--- config.mk ---
export PLATFORM = sky130hd
export DESIGN_NAME = prbs_selftest
export DESIGN_NICKNAME = d
export VERILOG_FILES = /design/src/rtl/prbs_pkg.sv /design/src/rtl/prbs_gen.sv /design/src/rtl/prbs_sync.sv /design/src/rtl/err_counter.sv /design/src/rtl/prbs_selftest.sv
export SDC_FILE = /design/constraint.sdc
export NUM_CORES = 1
export LEC_CHECK = 0
export ABC_AREA = 1
export BUFFER_PORTS_ARGS = -buffer_cell sky130_fd_sc_hd__buf_4
export CAP_MARGIN = 10
export CORE_ASPECT_RATIO = 1.5
export CORE_MARGIN = 2
export CORE_UTILIZATION = 54
export CTS_CLUSTER_SIZE = 20
export DETAILED_ROUTE_END_ITERATION = 8
export PLACE_DENSITY_LB_ADDON = 0.3
export SETUP_SLACK_MARGIN = 0.2
export SYNTH_ARGS = -nofsm -noshare
export SYNTH_HDL_FRONTEND = slang
export SYNTH_SLANG_ARGS = --single-unit
--- constraint.sdc ---
create_clock -name clk -period 1.5 [get_ports clk]
set_clock_uncertainty 0.1 [all_clocks]
set_input_delay 0.15 -clock clk [delete_from_list [all_inputs] [get_ports clk]]
set_output_delay 0.15 -clock clk [all_outputs]
set_load 0.05 [all_outputs]
--- src/rtl/prbs_pkg.sv ---
package prbs_pkg;

    localparam int PRBS_LEN = 15;
    localparam int TAP_HI   = 14;
    localparam int TAP_LO   = 13;

    typedef logic [PRBS_LEN-1:0] prbs_sr_t;

    typedef enum logic [1:0] {
        SYNC_SEED   = 2'd0,
        SYNC_VERIFY = 2'd1,
        SYNC_LOCKED = 2'd2
    } sync_state_e;

    // next sequence bit from the last PRBS_LEN bits (bit PRBS_LEN-1 oldest)
    function automatic logic prbs_fb(input prbs_sr_t sr);
        return sr[TAP_HI] ^ sr[TAP_LO];
    endfunction

endpackage

--- src/rtl/prbs_gen.sv ---
module prbs_gen
    import prbs_pkg::*;
#(
    parameter prbs_sr_t SEED = '1
) (
    input  logic clk,
    input  logic rst_n,
    input  logic run,
    output logic tx_valid,
    output logic tx_bit
);

    typedef struct packed {
        prbs_sr_t sr;
        logic     vld;
        logic     dat;
    } gen_t;

    gen_t gen_d, gen_q;

    always_comb begin
        gen_d     = gen_q;
        gen_d.vld = run;
        if (run) begin
            gen_d.dat = prbs_fb(gen_q.sr);
            gen_d.sr  = {gen_q.sr[PRBS_LEN-2:0], prbs_fb(gen_q.sr)};
        end
    end

    always_ff @(posedge clk or negedge rst_n) begin
        if (!rst_n) begin
            gen_q <= '{sr: SEED, vld: 1'b0, dat: 1'b0};
        end else begin
            gen_q <= gen_d;
        end
    end

    assign tx_valid = gen_q.vld;
    assign tx_bit   = gen_q.dat;

endmodule

--- src/rtl/prbs_sync.sv ---
module prbs_sync
    import prbs_pkg::*;
#(
    parameter int LOCK_RUN  = 32,
    parameter int WIN_LEN   = 64,
    parameter int LOSS_ERRS = 8
) (
    input  logic clk,
    input  logic rst_n,
    input  logic enable,
    input  logic in_valid,
    input  logic in_bit,
    output logic locked,
    output logic err_hit,
    output logic loss_evt
);

    localparam int CNT_MAX = (LOCK_RUN > PRBS_LEN) ? LOCK_RUN : PRBS_LEN;
    localparam int CNT_W   = $clog2(CNT_MAX + 1);
    localparam int WIN_W   = $clog2(WIN_LEN);
    localparam int WERR_W  = $clog2(LOSS_ERRS + 1);

    typedef struct packed {
        sync_state_e       st;
        prbs_sr_t          hist;
        logic [CNT_W-1:0]  cnt;
        logic [WIN_W-1:0]  win;
        logic [WERR_W-1:0] werr;
    } sync_t;

    sync_t s_d, s_q;
    logic  pred;
    logic  miss;

    assign pred = prbs_fb(s_q.hist);
    assign miss = in_bit ^ pred;

    always_comb begin
        s_d      = s_q;
        err_hit  = 1'b0;
        loss_evt = 1'b0;
        if (!enable) begin
            s_d = '{st: SYNC_SEED, hist: '0, cnt: '0, win: '0, werr: '0};
        end else if (in_valid) begin
            unique case (s_q.st)
                SYNC_SEED: begin
                    s_d.hist = {s_q.hist[PRBS_LEN-2:0], in_bit};
                    if (s_q.cnt == CNT_W'(PRBS_LEN - 1)) begin
                        s_d.st  = SYNC_VERIFY;
                        s_d.cnt = '0;
                    end else begin
                        s_d.cnt = s_q.cnt + 1'b1;
                    end
                end
                SYNC_VERIFY: begin
                    s_d.hist = {s_q.hist[PRBS_LEN-2:0], in_bit};
                    if (miss) begin
                        s_d.st  = SYNC_SEED;
                        s_d.cnt = '0;
                    end else if (s_q.cnt == CNT_W'(LOCK_RUN - 1)) begin
                        s_d.st   = SYNC_LOCKED;
                        s_d.cnt  = '0;
                        s_d.win  = '0;
                        s_d.werr = '0;
                    end else begin
                        s_d.cnt = s_q.cnt + 1'b1;
                    end
                end
                SYNC_LOCKED: begin
                    // reference runs freely once locked
                    s_d.hist = {s_q.hist[PRBS_LEN-2:0], pred};
                    err_hit  = miss;
                    if (miss && (s_q.werr == WERR_W'(LOSS_ERRS - 1))) begin
                        loss_evt = 1'b1;
                        s_d.st   = SYNC_SEED;
                        s_d.cnt  = '0;
                    end else if (s_q.win == WIN_W'(WIN_LEN - 1)) begin
                        s_d.win  = '0;
                        s_d.werr = '0;
                    end else begin
                        s_d.win  = s_q.win + 1'b1;
                        s_d.werr = s_q.werr + WERR_W'(miss);
                    end
                end
                default: s_d.st = SYNC_SEED;
            endcase
        end
    end

    always_ff @(posedge clk or negedge rst_n) begin
        if (!rst_n) begin
            s_q <= '{st: SYNC_SEED, hist: '0, cnt: '0, win: '0, werr: '0};
        end else begin
            s_q <= s_d;
        end
    end

    assign locked = (s_q.st == SYNC_LOCKED);

endmodule

--- src/rtl/err_counter.sv ---
module err_counter #(
    parameter int W = 16
) (
    input  logic         clk,
    input  logic         rst_n,
    input  logic         clear,
    input  logic         inc,
    input  logic         wrap_mode,
    output logic [W-1:0] count,
    output logic         wrap_pulse
);

    localparam logic [W-1:0] FULL = {W{1'b1}};

    typedef struct packed {
        logic [W-1:0] cnt;
        logic         pulse;
    } ctr_t;

    ctr_t c_d, c_q;

    always_comb begin
        c_d       = c_q;
        c_d.pulse = 1'b0;
        if (clear) begin
            c_d.cnt = '0;
        end else if (inc) begin
            if (c_q.cnt != FULL) begin
                c_d.cnt = c_q.cnt + 1'b1;
            end else if (wrap_mode) begin
                c_d.cnt   = '0;
                c_d.pulse = 1'b1;
            end
        end
    end

    always_ff @(posedge clk or negedge rst_n) begin
        if (!rst_n) begin
            c_q <= '{cnt: '0, pulse: 1'b0};
        end else begin
            c_q <= c_d;
        end
    end

    assign count      = c_q.cnt;
    assign wrap_pulse = c_q.pulse;

endmodule

--- src/rtl/prbs_selftest.sv ---
module prbs_selftest
    import prbs_pkg::*;
#(
    parameter int       ERR_W     = 16,
    parameter int       LOCK_RUN  = 32,
    parameter int       WIN_LEN   = 64,
    parameter int       LOSS_ERRS = 8,
    parameter prbs_sr_t GEN_SEED  = '1
) (
    input  logic             clk,
    input  logic             rst_n,
    input  logic [1:0]       en_field,
    input  logic             cnt_wrap,
    input  logic             clr,
    input  logic             rx_valid,
    input  logic             rx_bit,
    output logic             tx_valid,
    output logic             tx_bit,
    output logic             gen_active,
    output logic             locked,
    output logic             sync_lost,
    output logic [ERR_W-1:0] err_count,
    output logic             err_wrap_pulse
);

    localparam int EN_GEN = 0;
    localparam int EN_CHK = 1;

    logic err_hit;
    logic loss_evt;
    logic lost_d, lost_q;

    prbs_gen #(
        .SEED (GEN_SEED)
    ) u_gen (
        .clk      (clk),
        .rst_n    (rst_n),
        .run      (en_field[EN_GEN]),
        .tx_valid (tx_valid),
        .tx_bit   (tx_bit)
    );

    prbs_sync #(
        .LOCK_RUN  (LOCK_RUN),
        .WIN_LEN   (WIN_LEN),
        .LOSS_ERRS (LOSS_ERRS)
    ) u_sync (
        .clk      (clk),
        .rst_n    (rst_n),
        .enable   (en_field[EN_CHK]),
        .in_valid (rx_valid),
        .in_bit   (rx_bit),
        .locked   (locked),
        .err_hit  (err_hit),
        .loss_evt (loss_evt)
    );

    err_counter #(
        .W (ERR_W)
    ) u_ctr (
        .clk        (clk),
        .rst_n      (rst_n),
        .clear      (clr | ~en_field[EN_CHK]),
        .inc        (err_hit),
        .wrap_mode  (cnt_wrap),
        .count      (err_count),
        .wrap_pulse (err_wrap_pulse)
    );

    // sticky loss flag: a new loss wins over a clear
    always_comb begin
        lost_d = lost_q;
        if (loss_evt) begin
            lost_d = 1'b1;
        end else if (clr) begin
            lost_d = 1'b0;
        end
    end

    always_ff @(posedge clk or negedge rst_n) begin
        if (!rst_n) begin
            lost_q <= 1'b0;
        end else begin
            lost_q <= lost_d;
        end
    end

    assign sync_lost  = lost_q;
    assign gen_active = en_field[EN_GEN];

endmodule

==> results of run 1 <==
cells in the mapped netlist (2+ instances only):
| cell | number |
|---|---|
| o21ai_0 | 13 |
| dfstp_2 | 15 |
| nand4_1 | 18 |
| nand2_4 | 2 |
| nor2_1 | 45 |
| nor3_1 | 3 |
| xnor2_1 | 4 |
| ha_1 | 9 |
| nand3_2 | 2 |
| nand2_2 | 15 |
| dfrtp_1 | 53 |
| a21oi_1 | 9 |
| inv_2 | 6 |
| buf_2 | 3 |
| o22ai_1 | 14 |
| or2_2 | 2 |
| nand3_1 | 44 |
| nand2_1 | 143 |
| buf_4 | 2 |
| inv_1 | 65 |
| nor2_2 | 5 |
| xor2_1 | 6 |
| clkbuf_1 | 2 |
worst paths after layout:
check                                    start               to  slack, ps  depth (start not counted)
max in group asynchronous                rst_n   u_gen.gen_q[8]        570                          3
worst max-delay path            u_sync.s_q[32]   u_sync.s_q[29]       -310                          8
min in group asynchronous                rst_n   u_ctr.count[6]        160                          2
worst max register to register  u_sync.s_q[32]   u_sync.s_q[29]       -310                          8
worst min register to register  u_gen.gen_q[5]   u_gen.gen_q[6]        380                          2
worst min-delay path               en_field[0]  u_gen.gen_q[13]         50                          3
power breakdown:
part           total (mW)  internal [mW]  switching, mW  leakage [nW]
clock network        1.64          0.900          0.744         0.112
logic                1.54          0.665          0.872          1.86
registers            2.09           2.01         0.0866         0.860
worst max-delay path: cells and delay by family (launching register included):
kind | cells | cell delay [ps]
compound gates | 1 | 240
fa+ha+maj | 1 | 300
buf+inv | 3 | 330
flops | 1 | 400
simple gates | 3 | 340
placed cells by master, fill, tap and decap left out, types with 5 or more instances in the layout:
cell type and instances:
buf_6 22, ha_4 8, nor2_2 7, nor2_1 38
buf_4 77, dfstp_2 15, xor2_1 6, nand3_1 35
o21ai_0 10, buf_8 14, dfrtp_2 18, o22ai_1 5
nand4_1 18, nand2_2 20, nand2_4 14, nand2_1 127
inv_1 55, nand3_2 9, o22ai_2 9, dfrtp_1 35
a21oi_1 8, nor2_4 6, inv_4 7, clkbuf_8 9
inv_2 8
flip-flops by register name, summed over array words and instances (netlist names):
register / cells
u_sync.s_q: 33
sync_lost: 1
u_gen.tx_valid: 1
u_ctr.wrap_pulse: 1
u_ctr.count: 16
u_gen.gen_q: 15
u_gen.tx_bit: 1
through the flow:
step / std cells / hold WS, ps / setup WS (ps)
6_report: 703 / 52.4 / -308
5_1_grt: 703 / 67.2 / -331
4_1_cts: 696 / 38.5 / -115
3_5_place_dp: 655 / -2.82 / -151
3_3_place_gp: 655 / -5.53 / -95.0
2_1_floorplan: 495 / -246 / -178
repair_timing:
| item | in CTS | in global routing |
|---|---|---|
| cloned | 3 | 2 |
| hold endpoints to repair | 68 | 0 |
| resized for setup | 95 | 42 |
| setup buffers | 19 | 5 |
| endpoints found under the setup margin | 65 | 65 |
| pin swaps | 24 | 26 |
| hold buffers | 3 | 0 |
cell families (layout without fill, tap and decap cells):
family	count (synthesis)	in the layout	synth area share
xor gates and xnor gates	10	10	0.0229
adders and majority gates	9	9	0.0294
buffers and inverters	81	208	0.0873
DFF	68	68	0.450
and+or+nand+nor	285	288	0.347
AOI/OAI and AO/OA	42	42	0.0638
routing by layer:
layer,wire [um],GRT usage,part of all wire,up-vias
li1,-,-,-,1838
met1,4290,0.317,0.35,1941
met2,6510,0.486,0.54,220
met3,686,0.0592,0.057,70
met4,614,0.132,0.051,0
met5,0,0,0,-
area by class of cell:
class / instances / area share
multi-input cells: 349 / 0.388
flip-flops and latches: 68 / 0.304
repair buffers: 120 / 0.201
inverters: 71 / 0.0505
clock buffers: 14 / 0.0361
well taps: 78 / 0.0170
clock inverters: 2 / 0.00175
repair inverters: 1 / 0.00131
==> qor.yml, run 1 <==
status: "finished, violations left"
violations: "negative setup slack"
yosysTopAreaCell: "dfrtp_1"
cts_tree: "built"
grt_pass1_vias: 3850
yosysWarningCount: 0
syn_nets: 512
final_cell_area_um2: 5720
final_nets: 637
hold_violations: 0
dieArea_um2: 7790
multiInputGateArea_um2: 2220
grt_pass1_wl_um: 17000
start_kind: "flip-flop"
numPortBuffers: 29
cap_violations: 0
grt_usage: 0.278
antenna_found_initial: 0
critPathMaxStageDelay_ps: 400
critPathMaxFanout: 7
fin_crit_sh: 1.21
postLayoutCoreUtil: 0.835
io_pins: 30
die_y_um: 107
firstDrtPassIters: 6
post_dp_cell_area_um2: 4690
antenna_cells: 0
worst_setup_path_end_kind: "flip-flop"
rsz0062_at_grt: "yes"
ys_types: 38
layout_setup_ws_ps: -308
place.gp.congestion: 0.934
vias: 4069
start_util: 0.558
place_hpwl_um: 6490
max_freq_mhz: 553
cts_max_path_buffers: 2
root_buffer: "clkbuf_8"
synth_area_leaders: "dfrtp_1 (35%), nand2_1 (14%), dfstp_2 (10%)"
fillCellCount: 355
crit_slowest_cell: "dfrtp_1"
rows: 37
regArea_um2: 1740
setup_violations: 52
mappedNetlistArea_um2: 3830
peakVddDrop_mv: 0.842
clk_latency_ps: 370
required_ps: 1670
routed_wl_um: 12100
core_area_um2: 6850
syn_to_final_growth_pct: 49.6
ys.flop_type: "dfrtp_1"
p_leak_nw: 2.83
syn_area_per_cell_um2: 7.73
syn-instance-count: 495
clk_transition_reported_paths_ps: 90
die_w_um: 72.7
ant_nets: 0
routedWlPerCell_um: 17.2
tightest_slew_ps: 399
yosysTopAreaCellShare: 0.347
max-slew-margin-rel: 0.734
min_path_type: "in -> reg"
crit_chain: "inv_2, ha_4, inv_4, nand2_4, nand2_8, nor2_4, clkinvlp_4, o22ai_1"
via_per_inst: 5.79
post-route-min-period_ps: 1810
drive_above_1_share: 0.432
path_class: "reg -> reg"
grt_max_degree: 34
p_per_area_nw_per_um2: 921
synth_edf_count: 0
critPathArrivalTime_ps: 1970
cts_sinks: 68
synth-async-reset-ratio: 1.00
numCtsBuffers: 9
synth-seq-cells: 68
htreeDepth: 3
route.detailed.drc: 0
final.setup.tns_ps: -8320
finalPower_mw: 5.27
drv_slew: 0
overflow: 0
drt_iter0_markers: 394
synth-seq-area-share: 0.450
Note: power is estimated with default switching activity, not from simulation.
==> run 2: changes to the inputs <==
Settings changed: CORE_ASPECT_RATIO 1.5 to 1.4, SLEW_MARGIN from default to 20.
==> qor.yml, run 2 (same netlist as run 1, synthesis figures left out) <==
numCtsBuffers: 9  # unchanged
grt_pass1_vias: 4018  # +4.4%
place_hpwl_um: 6630  # +2.2%
met3_usage: 0.0535  # -0.00571
worst_setup_path_end_kind: "flip-flop"
tightest_slew_ps: 355  # -44.1 ps
multiInputGateArea_um2: 2430  # +9.5%
routed_wl_um: 16400  # +36%
final_common_cell: "nand2_1"
overflow: 0  # unchanged
routedWlPerCell_um: 22.0  # +28%
grtUsageMet1: 0.358  # +0.0418
setup_violations: 52  # unchanged
root_buffer: "clkbuf_8"
startpoint: "u_sync.s_q[30]"
post-route-min-period_ps: 1810  # +6.31 ps
route.detailed.drc: 0  # unchanged
htreeDepth: 3  # unchanged
start_kind: "flip-flop"
grt_util_met2: 0.537  # +0.0513
timing.rr.end: "u_ctr.count[5]"
via_per_inst: 6.16  # +6.4%
required_ps: 1650  # -20 ps
min_path_type: "in -> reg"
grt_usage: 0.310  # +0.0312
largest-register: "u_sync.s_q"
layout_setup_ws_ps: -314  # -6.31 ps
place.gp.congestion: 0.953  # +2.0%
status: "finished, violations left"
crit_path_frequent_cell: "nand2_8"
worstReg2RegStart: "u_sync.s_q[30]"
whs_ps: 12.7  # -39.8 ps
hold_violations: 0  # unchanged
dieArea_um2: 7780  # about the same
firstDrtPassIters: 5  # -1
antenna_cells: 0  # unchanged
drive_above_1_share: 0.506  # +0.0741
drt_iter0_markers: 514  # +30%
largest_reg_flops: 33  # unchanged
cts_sinks: 68  # unchanged
core_area_um2: 6940  # +1.2%
die_y_um: 104  # -3.3%
start_util: 0.552  # -0.00685
numPortBuffers: 29  # unchanged
final_nets: 664  # +4.2%
path_class: "reg -> reg"
p_per_area_nw_per_um2: 893  # -3.1%
critPathMaxFanout: 8  # +1
crit_slowest_cell: "dfrtp_2"
rows: 36  # -2.7%
r2r_slack_ps: -310  # about the same
regArea_um2: 1740  # unchanged
fillCellCount: 270  # -24%
peakVddDrop_mv: 0.952  # +13%
critPathMaxStageDelay_ps: 500  # +100 ps
busiest_layer: "met2"
syn_to_final_growth_pct: 63.0
violations: "negative setup slack"
postLayoutCoreUtil: 0.899  # +0.0635
p_leak_nw: 3.05  # +7.9%
rsz0062_at_grt: "yes"
grt_max_degree: 37  # +8.8%
vias: 4602  # +13%
antenna_found_initial: 0  # unchanged
reg2reg_depth: 9  # +1
clk_transition_reported_paths_ps: 90  # about the same
clk_latency_ps: 380  # about the same
max-slew-margin-rel: 0.762  # +0.0286
drv_slew: 0  # unchanged
ant_nets: 0  # unchanged
cp-endpoint: "u_ctr.count[5]"
io_pins: 30  # unchanged
max_freq_mhz: 551  # -0.35%
critPathArrivalTime_ps: 1970  # about the same
fin_crit_sh: 1.21  # +0.00421
cts_max_path_buffers: 2  # unchanged
crit_chain: "inv_4, nand2_4, nand3_4, nand2_8, o21ai_4, buf_12, nand2_8, nand2_2, nand2_1"
die_w_um: 75.1  # +3.3%
cts_tree: "built"
cap_violations: 0  # unchanged
grt_pass1_wl_um: 18600  # +9.3%
final_cell_mix: "nand2_1 (116), buf_4 (91), inv_1 (53)"
[run 2: cell count changes in the layout (fill, tap and decap cells not counted), moves of 5 or more]
| cell | previous run | this run |
|---|---|---|
| nand3_1 | 35 | 27 |
| nand2_2 | 20 | 25 |
| nand3_4 | 4 | 10 |
| buf_6 | 22 | 32 |
| buf_4 | 77 | 91 |
| nand2_1 | 127 | 116 |
[run 2: report_power, final]
group / switching [mW] / internal [mW] / leakage, nW
sequential: 0.0776 / 2.01 / 0.860
clock: 0.844 / 0.711 / 0.102
combinational: 1.09 / 0.835 / 2.09
total: 2.01 / 3.55 / 3.05
[run 2: how the worst min path moves through the flow]
| stage | end | cells after the start | slack (ps) | from |
|---|---|---|---|---|
| 2_1_floorplan | sync_lost | 0 | -250 | rst_n |
| 3_3_place_gp | u_ctr.count[5] | 1 | -100 | rst_n |
| 3_5_place_dp | u_ctr.count[4] | 1 | -100 | rst_n |
| 4_1_cts | u_sync.s_q[10] | 3 | 2 | en_field[1] |
| 5_1_grt | u_sync.s_q[10] | 3 | 20 | en_field[1] |
| 6_report | u_sync.s_q[10] | 3 | 10 | en_field[1] |
[run 2: layer usage]
metal | routed length [um] | up-vias
li1 | - | 1893
met1 | 5360 | 2191
met2 | 8280 | 376
met3 | 1340 | 142
met4 | 1430 | 0
met5 | 0 | -
[run 2: critical path, delay by kind of cell (launching register included)]
family,cells,cell delay (ps)
buffers and inverters,2,270
AO/OA/AOI/OAI,1,280
flip-flops,1,500
AND/OR/NAND/NOR,6,530
[run 2: final cells by class]
type / count / area share
Clock buffer: 10 / 0.0239
Clock inverter: 6 / 0.00682
Inverter: 71 / 0.0496
Multi-Input combinational cell: 349 / 0.390
Sequential cell: 68 / 0.279
Tap cell: 95 / 0.0191
Timing Repair Buffer: 147 / 0.230
Timing Repair inverter: 1 / 0.00120
[run 2: stage by stage]
stage	std cells	setup slack (ps)	total power [mW]	cell area [um2]	setup TNS, ps
after floorplan	495	-178	2.70	3940	-3710
after global placement	673	-114	3.06	4720	-3000
after detailed placement	673	-166	3.09	4720	-5340
after CTS	717	-135	5.03	5590	-3860
after global routing	747	-429	5.76	6240	-13020
final	747	-314	5.57	6240	-10930
[run 2: what timing repair did]
item | in CTS | in global routing
hold endpoints to repair | 60 | 0
setup buffers | 22 | 27
gates cloned | 3 | 3
endpoints found under the setup margin | 65 | 65
pin swaps | 18 | 47
gates resized for setup | 111 | 94
hold buffers | 3 | 0
